--- config.mk ---
export PLATFORM = sky130hd
export DESIGN_NAME = store_fwd_bypass
export DESIGN_NICKNAME = d
export VERILOG_FILES = /design/src/rtl/sfb_pkg.sv /design/src/rtl/sfb_fwd_stage.sv /design/src/rtl/sfb_merge.sv /design/src/rtl/store_fwd_bypass.sv
export SDC_FILE = /design/constraint.sdc
export NUM_CORES = 1
export LEC_CHECK = 0
export CAP_MARGIN = 20
export CORE_MARGIN = 4
export CORE_UTILIZATION = 46
export CTS_CLUSTER_SIZE = 28
export DETAILED_ROUTE_END_ITERATION = 12
export GPL_ROUTABILITY_DRIVEN = 1
export PLACE_DENSITY = 0.9
export RECOVER_POWER = 100
export REMOVE_ABC_BUFFERS = 1
export SYNTH_ARGS = -nofsm -noshare
export SYNTH_HDL_FRONTEND = slang
export SYNTH_SLANG_ARGS = --single-unit
export TNS_END_PERCENT = 10
--- constraint.sdc ---
create_clock -name clk -period 2.1 [get_ports clk]
set_input_delay 0.63 -clock clk [delete_from_list [all_inputs] [get_ports clk]]
set_output_delay 0.63 -clock clk [all_outputs]
set_load 0.005 [all_outputs]
--- src/rtl/sfb_pkg.sv ---
package sfb_pkg;
  typedef enum logic [1:0] {
    WK_STORE  = 2'd0,
    WK_REFILL = 2'd1,
    WK_ZERO   = 2'd2
  } wr_kind_e;
endpackage

--- src/rtl/sfb_fwd_stage.sv ---
module sfb_fwd_stage #(
  parameter int ROW_W  = 9,
  parameter int WAY_W  = 1,
  parameter int DATA_W = 64
) (
  input  logic                clk,
  input  logic                rst,
  input  logic                in_valid,
  input  logic [ROW_W-1:0]    in_row,
  input  logic [WAY_W-1:0]    in_way,
  input  logic [DATA_W-1:0]   in_data,
  input  logic [DATA_W/8-1:0] in_sel,
  input  logic                in_match_ok,
  input  logic                ld_valid,
  input  logic [ROW_W-1:0]    ld_row,
  input  logic [WAY_W-1:0]    ld_way,
  output logic                q_valid,
  output logic [ROW_W-1:0]    q_row,
  output logic [WAY_W-1:0]    q_way,
  output logic [DATA_W-1:0]   q_data,
  output logic [DATA_W/8-1:0] q_sel,
  output logic [DATA_W/8-1:0] hit_sel_q
);
  localparam int NB = DATA_W / 8;

  logic match;
  assign match = in_valid && in_match_ok && ld_valid &&
                 (in_row == ld_row) && (in_way == ld_way);

  always_ff @(posedge clk) begin
    if (rst) begin
      q_valid   <= 1'b0;
      hit_sel_q <= '0;
    end else begin
      q_valid   <= in_valid;
      hit_sel_q <= match ? in_sel : {NB{1'b0}};
    end
    q_row  <= in_row;
    q_way  <= in_way;
    q_data <= in_data;
    q_sel  <= in_sel;
  end
endmodule

--- src/rtl/sfb_merge.sv ---
module sfb_merge #(
  parameter int DATA_W = 64
) (
  input  logic [DATA_W-1:0]   ram_data,
  input  logic [DATA_W-1:0]   near_data,
  input  logic [DATA_W/8-1:0] near_sel,
  input  logic [DATA_W-1:0]   far_data,
  input  logic [DATA_W/8-1:0] far_sel,
  output logic [DATA_W-1:0]   out_data
);
  localparam int NB = DATA_W / 8;

  for (genvar b = 0; b < NB; b++) begin : g_lane
    always_comb begin
      if (near_sel[b])
        out_data[8*b +: 8] = near_data[8*b +: 8];
      else if (far_sel[b])
        out_data[8*b +: 8] = far_data[8*b +: 8];
      else
        out_data[8*b +: 8] = ram_data[8*b +: 8];
    end
  end
endmodule

--- src/rtl/store_fwd_bypass.sv ---
module store_fwd_bypass #(
  parameter int ROW_W    = 9,
  parameter int NUM_WAYS = 2,
  parameter int DATA_W   = 64,
  localparam int WAY_W   = (NUM_WAYS > 1) ? $clog2(NUM_WAYS) : 1,
  localparam int NB      = DATA_W / 8
) (
  input  logic              clk,
  input  logic              rst,
  input  logic              wr_en,
  input  logic [1:0]        wr_kind,
  input  logic [ROW_W-1:0]  wr_row,
  input  logic [WAY_W-1:0]  wr_way,
  input  logic [DATA_W-1:0] wr_data,
  input  logic [NB-1:0]     wr_sel,
  input  logic              ld_valid,
  input  logic [ROW_W-1:0]  ld_row,
  input  logic [WAY_W-1:0]  ld_way,
  input  logic [DATA_W-1:0] ram_rdata,
  output logic [DATA_W-1:0] ld_data
);
  import sfb_pkg::*;

  wr_kind_e    kind;
  logic        is_store;
  logic [DATA_W-1:0] s0_data_in;
  logic [NB-1:0]     s0_sel_in;

  assign kind       = wr_kind_e'(wr_kind);
  assign is_store   = (kind == WK_STORE);
  assign s0_data_in = (kind == WK_ZERO) ? {DATA_W{1'b0}} : wr_data;
  assign s0_sel_in  = is_store ? wr_sel : {NB{1'b1}};

  logic              s1_valid, s2_valid;
  logic [ROW_W-1:0]  s1_row, s2_row;
  logic [WAY_W-1:0]  s1_way, s2_way;
  logic [DATA_W-1:0] s1_data, s2_data;
  logic [NB-1:0]     s1_sel, s2_sel, s1_hit, s2_hit;

  // Stage 1: the write landing in the load's lookup cycle (stores only match)
  sfb_fwd_stage #(.ROW_W(ROW_W), .WAY_W(WAY_W), .DATA_W(DATA_W)) u_stage1 (
    .clk(clk), .rst(rst),
    .in_valid(wr_en), .in_row(wr_row), .in_way(wr_way),
    .in_data(s0_data_in), .in_sel(s0_sel_in), .in_match_ok(is_store),
    .ld_valid(ld_valid), .ld_row(ld_row), .ld_way(ld_way),
    .q_valid(s1_valid), .q_row(s1_row), .q_way(s1_way),
    .q_data(s1_data), .q_sel(s1_sel), .hit_sel_q(s1_hit)
  );

  // Stage 2: the write from one cycle before the lookup (any kind matches)
  sfb_fwd_stage #(.ROW_W(ROW_W), .WAY_W(WAY_W), .DATA_W(DATA_W)) u_stage2 (
    .clk(clk), .rst(rst),
    .in_valid(s1_valid), .in_row(s1_row), .in_way(s1_way),
    .in_data(s1_data), .in_sel(s1_sel), .in_match_ok(1'b1),
    .ld_valid(ld_valid), .ld_row(ld_row), .ld_way(ld_way),
    .q_valid(s2_valid), .q_row(s2_row), .q_way(s2_way),
    .q_data(s2_data), .q_sel(s2_sel), .hit_sel_q(s2_hit)
  );

  sfb_merge #(.DATA_W(DATA_W)) u_merge (
    .ram_data(ram_rdata),
    .near_data(s1_data), .near_sel(s1_hit),
    .far_data(s2_data),  .far_sel(s2_hit),
    .out_data(ld_data)
  );

  AST_NO_LOAD_PASS: assert property (@(posedge clk) disable iff (rst)
    !$past(ld_valid) |-> ld_data == ram_rdata);
  AST_S2_SHIFT: assert property (@(posedge clk) disable iff (rst)
    !$past(rst) |-> (s2_data == $past(s1_data) && s2_valid == $past(s1_valid) &&
                     s2_row == $past(s1_row) && s2_way == $past(s1_way) &&
                     s2_sel == $past(s1_sel)));
  AST_FILL_ALL_SEL: assert property (@(posedge clk) disable iff (rst)
    ($past(wr_en) && $past(wr_kind) != 2'd0) |-> s1_sel == {NB{1'b1}});
  AST_ZERO_DATA: assert property (@(posedge clk) disable iff (rst)
    ($past(wr_en) && $past(wr_kind) == 2'd2) |-> s1_data == {DATA_W{1'b0}});
  AST_FILL_NO_NEAR: assert property (@(posedge clk) disable iff (rst)
    ($past(wr_kind) != 2'd0) |-> s1_hit == {NB{1'b0}});
  AST_RESET_CLEAN: assert property (@(posedge clk) disable iff (rst)
    $past(rst) |-> ld_data == ram_rdata);
endmodule

Yosys cells after proc, flatten, opt, wreduce, memory -nomap -nowiden
Index checks and enable logic that the tools add are counted.
{ "totals": {"ff_bits": 163} }
{ "op_classes": {"n_eq_ne": 5, "mux": 17, "n_bitwise": 2, "n_reduce_logical": 10} }
{ "ops": {"columns": ["op", "count"], "rows": [
  ["8-bit 2-to-1 mux", 17],
  ["9-bit == test", 2],
  ["1-bit logical AND", 7],
  ["2-bit OR reduction", 2],
  ["1-bit == test", 2],
  ["2-bit == test, second input constant", 1],
  ["2-bit logical NOT", 1],
  ["1-bit NOT", 2]
]} }

Depth between registers and ports, before layout
Gate-level depths: netlist of run 1.
{ "logic_depth": {"word_depth": 7, "mapped_depth": 4} }

Hierarchy
A second synthesis of run 1 with hierarchy kept.
{ "hier_totals": {"hier_cells": 540, "hier_area_um2": 6218.5} }
{ "by_module_without_submodules": {"columns": ["mod", "instances", "cells_per_inst", "area_each_um2"], "rows": [
  ["sfb_fwd_stage", 2, 125, 2147.1],
  ["sfb_merge", 1, 208, 1381.3],
  ["store_fwd_bypass", 1, 82, 543.0]
]} }

Worst setup path before layout of run 1
OpenSTA, ideal clock, no wires.
{ "synth_timing": {"path_type": "input to output", "start": "in ram_rdata[0]", "end": "out ld_data[0]", "t_arrival_ps": 852, "slack_ps": 618, "stages": 2, "n_path_buf": 0, "cell_sequence": "mux2i_1 -> o21ai_0"} }
{ "synth_via": {"elab_chain_cells": 2} }
{ "synth_rtl": {"columns": ["element", "line_no", "source"], "rows": [
  ["start, declared", "store_fwd_bypass.sv:19", "input logic [DATA_W-1:0] ram_rdata,"],
  ["8-bit 2-to-1 mux", "sfb_merge.sv:17", "else if (far_sel[b])"],
  ["8-bit 2-to-1 mux", "sfb_merge.sv:15", "if (near_sel[b])"],
  ["end, declared", "store_fwd_bypass.sv:20", "output logic [DATA_W-1:0] ld_data"]
]} }
Every way passes these cells.

Worst setup path in the final report of run 1
{ "layout_timing": {"start": "in ram_rdata[12]", "end": "out ld_data[12]"} }
Same word-level chain as after synthesis.

==> results of run 1 <==
==> final cells by class <==
type | instances | area share [%]
repair buffers | 242 | 25.41
well taps | 143 | 2.177
inverters | 8 | 0.3654
flip-flops and latches | 163 | 39.88
clock inverters | 9 | 1.279
multi-input cells | 318 | 25.12
clock buffers | 22 | 5.770
==> metrics by stage <==
stage / setup WS [ns] / std cells / TNS, ns / util, % / area [sq um]
2_1_floorplan: 0.3843 / 489 / 0 / - / 5361
3_3_place_gp: -0.4733 / 874 / -24.27 / 68.51 / 7923
3_5_place_dp: -0.5379 / 874 / -25.87 / 68.51 / 7923
4_1_cts: -0.08680 / 905 / -1.170 / 71.92 / 8318
5_1_grt: -0.08855 / 905 / -0.6718 / 71.07 / 8219
6_report: -0.06104 / 905 / -0.2445 / 71.07 / 8219
==> how the worst min path moves through the flow <==
stage,cells after the start,from,end,slack [ns]
2_1_floorplan,0,u_stage1.q_data[14]$_SDFF_PN0_,u_stage2.q_data[14]$_DFF_P_,0.33
3_3_place_gp,0,u_stage1.q_data[38]$_SDFF_PN0_,u_stage2.q_data[38]$_DFF_P_,0.33
3_5_place_dp,0,u_stage1.q_data[17]$_SDFF_PN0_,u_stage2.q_data[17]$_DFF_P_,0.34
4_1_cts,0,u_stage1.q_data[17]$_SDFF_PN0_,u_stage2.q_data[17]$_DFF_P_,0.35
5_1_grt,0,u_stage1.q_data[17]$_SDFF_PN0_,u_stage2.q_data[17]$_DFF_P_,0.35
6_report,0,u_stage1.q_data[17]$_SDFF_PN0_,u_stage2.q_data[17]$_DFF_P_,0.34
==> cells in the final DEF (no fill, tap or decap), types with 4 or more instances in the layout <==
cell type and instances:
and2_0 19, and2_1 45, buf_2 28, buf_4 12
clkbuf_1 27, clkbuf_16 17, clkbuf_2 8, clkdlybuf4s15_2 6
clkdlybuf4s50_1 130, clkinvlp_4 4, dfxtp_1 151, dfxtp_2 12
dlygate4sd2_1 4, dlygate4sd3_1 13, dlymetal6s2s_1 14, inv_1 8
mux2i_1 64, nand2_1 64, nand3_1 10, nor4_1 16
o21ai_0 14, o21ai_1 50, or3_1 8, xnor2_1 17
==> layer usage <==
layer / vias up / GRT usage [%] / routed length (um)
li1: 2198 / - / -
met1: 1996 / 22.45 / 5743
met2: 156 / 34.99 / 7001
met3: 18 / 6.067 / 953
met4: 0 / 7.263 / 204
met5: - / 0 / 0
==> logic make-up after synthesis <==
logic type | after synthesis
AND/OR/NAND/NOR | 170
flip-flops | 163
AO/OA/AOI/OAI | 64
multiplexers | 64
buffers and inverters | 31
XOR/XNOR | 20
==> where the power goes <==
group | total, mW | leakage (nW) | switching [mW] | internal, mW
logic | 0.616 | 1.59 | 0.205 | 0.412
clock network | 2.97 | 0.274 | 1.14 | 1.83
registers | 3.34 | 1.37 | 0.0675 | 3.28
total | 6.93 | 3.23 | 1.41 | 5.52
==> sequential cells by signal (all words and copies together), names as in the netlist <==
signal	count
u_stage1.q_way	1
u_stage1.q_valid	1
u_stage2.hit_sel_q	8
u_stage1.q_data	64
u_stage1.hit_sel_q	8
u_stage1.q_row	9
u_stage2.q_data	64
u_stage1.q_sel	8
==> repair_timing <==
action	in CTS	in global routing
pin swaps	5	14
gates resized for setup	309	34
setup endpoints to repair	64	44
==> impl_metrics.toml, run 1 <==
[setup_path]
crit_end = "ld_data[12]"
cp_slowest_cell = "clkdlybuf4s50_1"
r2r_slack_ns = 0.88
r2r_start = "u_stage1.q_row[8]$_DFF_P_"
cp.depth = 4
crit_fanout = 1
required_ns = 1.47
critPathMaxStageDelay_ns = 0.46
path_buf_inv = 2
startpoint_type = "input pin"
worstPathCellList = "clkdlybuf4s50_1 > mux2i_1 > o21ai_1 > clkdlybuf4s15_2"
endpoint_kind = "primary output"
crit_family = "buffers and inverters"
cp.arrival_ns = 1.53
path_class = "in2out"
r2r_end = "u_stage2.hit_sel_q[3]$_SDFF_PP0_"
reg2regPathDepth = 3
cp-startpoint = "ram_rdata[12]"

[detailed_routing]
routed_wl_um = 13900
drc_errors = 0
antenna_left = 0
drtIter0Drc = 200
dr.pass1.iters = 6
vias_per_cell = 4.827
via_count = 4368
wl_per_cell_um = 15.36

[clock_network]
cts_buffer_depth = 2
clock_sinks = 163
cts-root-buf = "clkbuf_16"
clk_latency_ns = 0.41
cts_buffers = 17
cts-hold-fix-buffers = 0
cts_tree = "built"
htreeDepth = 4
clk_pin_slew_ns = 0.06
cts_setup_buffers = 0

[floorplan]
start_util_pct = 47.40
io_pins = 226
dieArea_sq_um = 13730
die_y_um = 117.2
die_x_um = 117.2
coreArea_sq_um = 11560
placementRows = 39

[synthesis]
synth_xor_area_share_pct = 3.606
synth_edf_count = 0
ys_ff_latch = 163
synthAdderAreaFrac_pct = 0
synth_top_family_by_area = "simple AND/OR/NAND/NOR gates"
syn_area_per_cell_sq_um = 10.71
syn_inst = 512
synth_common_cells = "163 x dfxtp_1, 64 x and2_1, 64 x mux2i_1, 64 x nand2_1, 64 x o21ai_0"
ys_top_cells_by_area = "dfxtp_1 60%, mux2i_1 12%, and2_1 7.3%, o21ai_0 5.8%, nand2_1 4.4%"
synthSimpleGateAreaFrac_pct = 16.59
async_reset_ff_share_pct = 0
synth-compound-area-share_pct = 5.843
seq_area_frac_synth_pct = 59.53
synth_cell_types = 20
synthMuxAreaShare_pct = 11.69
yosysTopAreaCellShare_pct = 59.53
yosysTopAreaCell = "dfxtp_1"
synth_most_common_cell = "dfxtp_1"
synth_ff_type = "dfxtp_1"
ys.warnings.count = 0
synthesis.area_sq_um = 5482

[sta]
min_period_ns = 2.161
period_share_pct = 102.9
relSlewSlack_pct = 62.66
finalSetupViolCount = 6
worst_pin_slew_ns = 0.5602
hold_ws_ns = 0.3444
finClkSkew_ns = 0.006071
rsz0062_at_grt = "true"
hold_violations = 0
fmax_mhz = 462.7
worst_slack_ns = -0.06104
maxSlewViolCount = 0

[global_route]
gr-total-overflow = 0
grt_start_max_net_pins = 36
grt_pass1_wl_um = 21010
track_usage_pct = 19.80
grt_pass1_vias = 4478
antenna_found_initial = 0

[run_status]
status = "finished with violations"
violations = "negative setup slack"

[place]
dp_hpwl_um = 10660
gp_congestion = 0.8122
port_buffers = 225

[pwr]
finalPower_mw = 6.933
vdd_drop_max_v = 0.0004457
power_leakage_nw = 3.231
p_per_area_nw_per_um2 = 843.5

[cells_and_area]
nets = 912
n_fill_cell = 869
area_growth_pct = 49.94
regArea_sq_um = 3278
drive_above_1_share_pct = 13.52
multiInputGateArea_sq_um = 2064
diodes = 0

[job]
drv_cap = 0

[worst_hold_path]
worst_hold_path_type = "reg2reg"
Power figures use the tool's default switching activity.
==> inputs of run 2 (changes only) <==
- CORE_UTILIZATION: 46 -> 29
- PLACE_DENSITY: 0.9 -> 0.63
==> impl_metrics.toml, run 2 (synthesis gave the netlist of run 1 again) <==
[pwr]
netSwitchingPower_mw = 1.433
vdd_drop_max_v = 0.0005326
p_int_mw = 5.604
switching_share_pct = 20.36
power_leakage_nw = 3.220
clkPwrFrac_pct = 43.8
seq_power_share_pct = 47.3
p_per_area_nw_per_um2 = 834.4
p_comb_share_pct = 8.8

[cells_and_area]
final_cells = 1004
multiInputGateArea_sq_um = 2064
layout_commonest_cell = "dfxtp_1"
regArea_sq_um = 3274
most-common-layout-cells = "156 x dfxtp_1, 138 x clkdlybuf4s50_1, 64 x mux2i_1, 64 x nand2_1, 51 x o21ai_1"
nets = 918
area_growth_pct = 53.85
drive_above_1_share_pct = 13.56
largest_registers = "u_stage1.q_data x64, u_stage2.q_data x64, u_stage1.q_row x9"
n_fill_cell = 1826

[clock_network]
clock_sinks = 163
cts_setup_buffers = 0
cts_tree = "built"
cts_buffer_depth = 2
clk_pin_slew_ns = 0.06
cts_buffers = 17
clk_latency_ns = 0.41
cts-root-buf = "clkbuf_16"
htreeDepth = 4

[floorplan]
die_y_um = 145.5
coreArea_sq_um = 18640
die_x_um = 145.5
io_pins = 226
placementRows = 50
start_util_pct = 29.40
dieArea_sq_um = 21170

[detailed_routing]
route.met3.wl_um = 1048
highest_layer = "met4"
routed_wl_um = 14060
antenna_left = 0
drtIter0Drc = 102
vias_per_cell = 4.282
met2WireLength_um = 6746
dr.pass1.iters = 4
wl_met1_um = 6085
via_count = 4299
drc_errors = 0
wl_per_cell_um = 14.00

[global_route]
antenna_found_initial = 3
grt_start_max_net_pins = 42
gr-total-overflow = 0
track_usage_pct = 13.49
grt_pass1_vias = 4380
grt_pass1_wl_um = 22730

[sta]
relSlewSlack_pct = 67.19
rsz0062_at_grt = "true"
period_share_pct = 102.0
min_period_ns = 2.142
worst_slack_ns = -0.04245
hold_violations = 0
finClkSkew_ns = 0.008343
worst_pin_slew_ns = 0.4897
maxSlewViolCount = 0
finalSetupViolCount = 11
fmax_mhz = 466.8

[setup_path]
required_ns = 1.47
cp_slowest_cell = "clkdlybuf4s50_1"
startpoint_type = "input pin"
critPathMaxStageDelay_ns = 0.46
worstPathCellList = "clkdlybuf4s50_1 > mux2i_1 > o21ai_1 > clkdlybuf4s15_2"
cp.arrival_ns = 1.51
path_class = "in2out"
endpoint_kind = "primary output"
crit_fanout = 1

[place]
place_inst = 971
dp_slack_ns = -0.5020
gp_congestion = 0.7590
port_buffers = 225
dp_hpwl_um = 10440

[job]
drv_cap = 0

[run_status]
status = "finished with violations"
violations = "negative setup slack"

[worst_hold_path]
worst_hold_path_type = "reg2reg"
run 2: cell types whose count changed in the layout (fill, tap and decap cells not counted), moves of 4 or more:
cell,before,now
buf_4,12,16
clkdlybuf4s15_2,6,11
clkdlybuf4s50_1,130,138
dfxtp_1,151,156
dfxtp_2,12,6
dlymetal6s2s_1,14,7
run 2: layout make-up:
class / instances / area share [%]
inverters: 8 / 0.3561
repair buffers: 248 / 25.77
diodes: 3 / 0.08902
well taps: 234 / 3.472
clock buffers: 20 / 5.415
clock inverters: 10 / 1.588
multi-input cells: 318 / 24.48
flip-flops and latches: 163 / 38.83
run 2: power by group through the flow:
stage,Clock [mW],Sequential [mW],Combinational (mW)
after floorplan,0,3.39,0.200
after global placement,0,3.39,0.697
after detailed placement,0,3.40,0.703
after CTS,3.20,3.33,0.662
after global routing,3.33,3.35,0.686
final,3.08,3.33,0.622
run 2: path summary, 6_finish.rpt:
kind                            slack (ns)                            from                          endpoint  cells after the start
worst min-delay path                  0.35  u_stage1.q_data[43]$_SDFF_PN0_       u_stage2.q_data[43]$_DFF_P_                      0
worst max register to register        0.89       u_stage1.q_row[1]$_DFF_P_  u_stage2.hit_sel_q[3]$_SDFF_PP0_                      4
worst max-delay path                 -0.04                    ram_rdata[8]                        ld_data[8]                      4
worst min register to register        0.35  u_stage1.q_data[43]$_SDFF_PN0_       u_stage2.q_data[43]$_DFF_P_                      0
run 2: critical path, delay by kind of cell:
kind / cells / cell delay (ns)
buf+inv: 2 / 0.68
compound gates: 1 / 0.14
mux: 1 / 0.06
run 2: what timing repair did:
item / in CTS / in global routing
hold buffers: 0 / 0
endpoints found under the setup margin: 64 / 36
gates resized for setup: 289 / 30
pin swaps: 5 / 9
run 2: stage by stage:
| stage | total power [mW] | utilization (%) | setup TNS [ns] | area (sq um) | hold WS (ns) |
|---|---|---|---|---|---|
| after global routing | 7.371 | 45.23 | -0.9783 | 8433 | 0.3532 |
| final | 7.037 | 45.23 | -0.2565 | 8433 | 0.3468 |
| after global placement | 4.092 | 43.68 | -24.31 | 8144 | 0.3315 |
| after detailed placement | 4.106 | 43.68 | -24.51 | 8144 | 0.3354 |
| after floorplan | 3.587 | - | 0 | 5361 | 0.3306 |
| after CTS | 7.193 | 45.85 | -0.7756 | 8547 | 0.3451 |
run 2: layer usage:
metal  global-route usage, %  up-vias
li1                        -     2209
met1                   15.99     1947
met2                   22.29      134
met3                   5.761        9
met4                   4.131        0
met5                       0        -
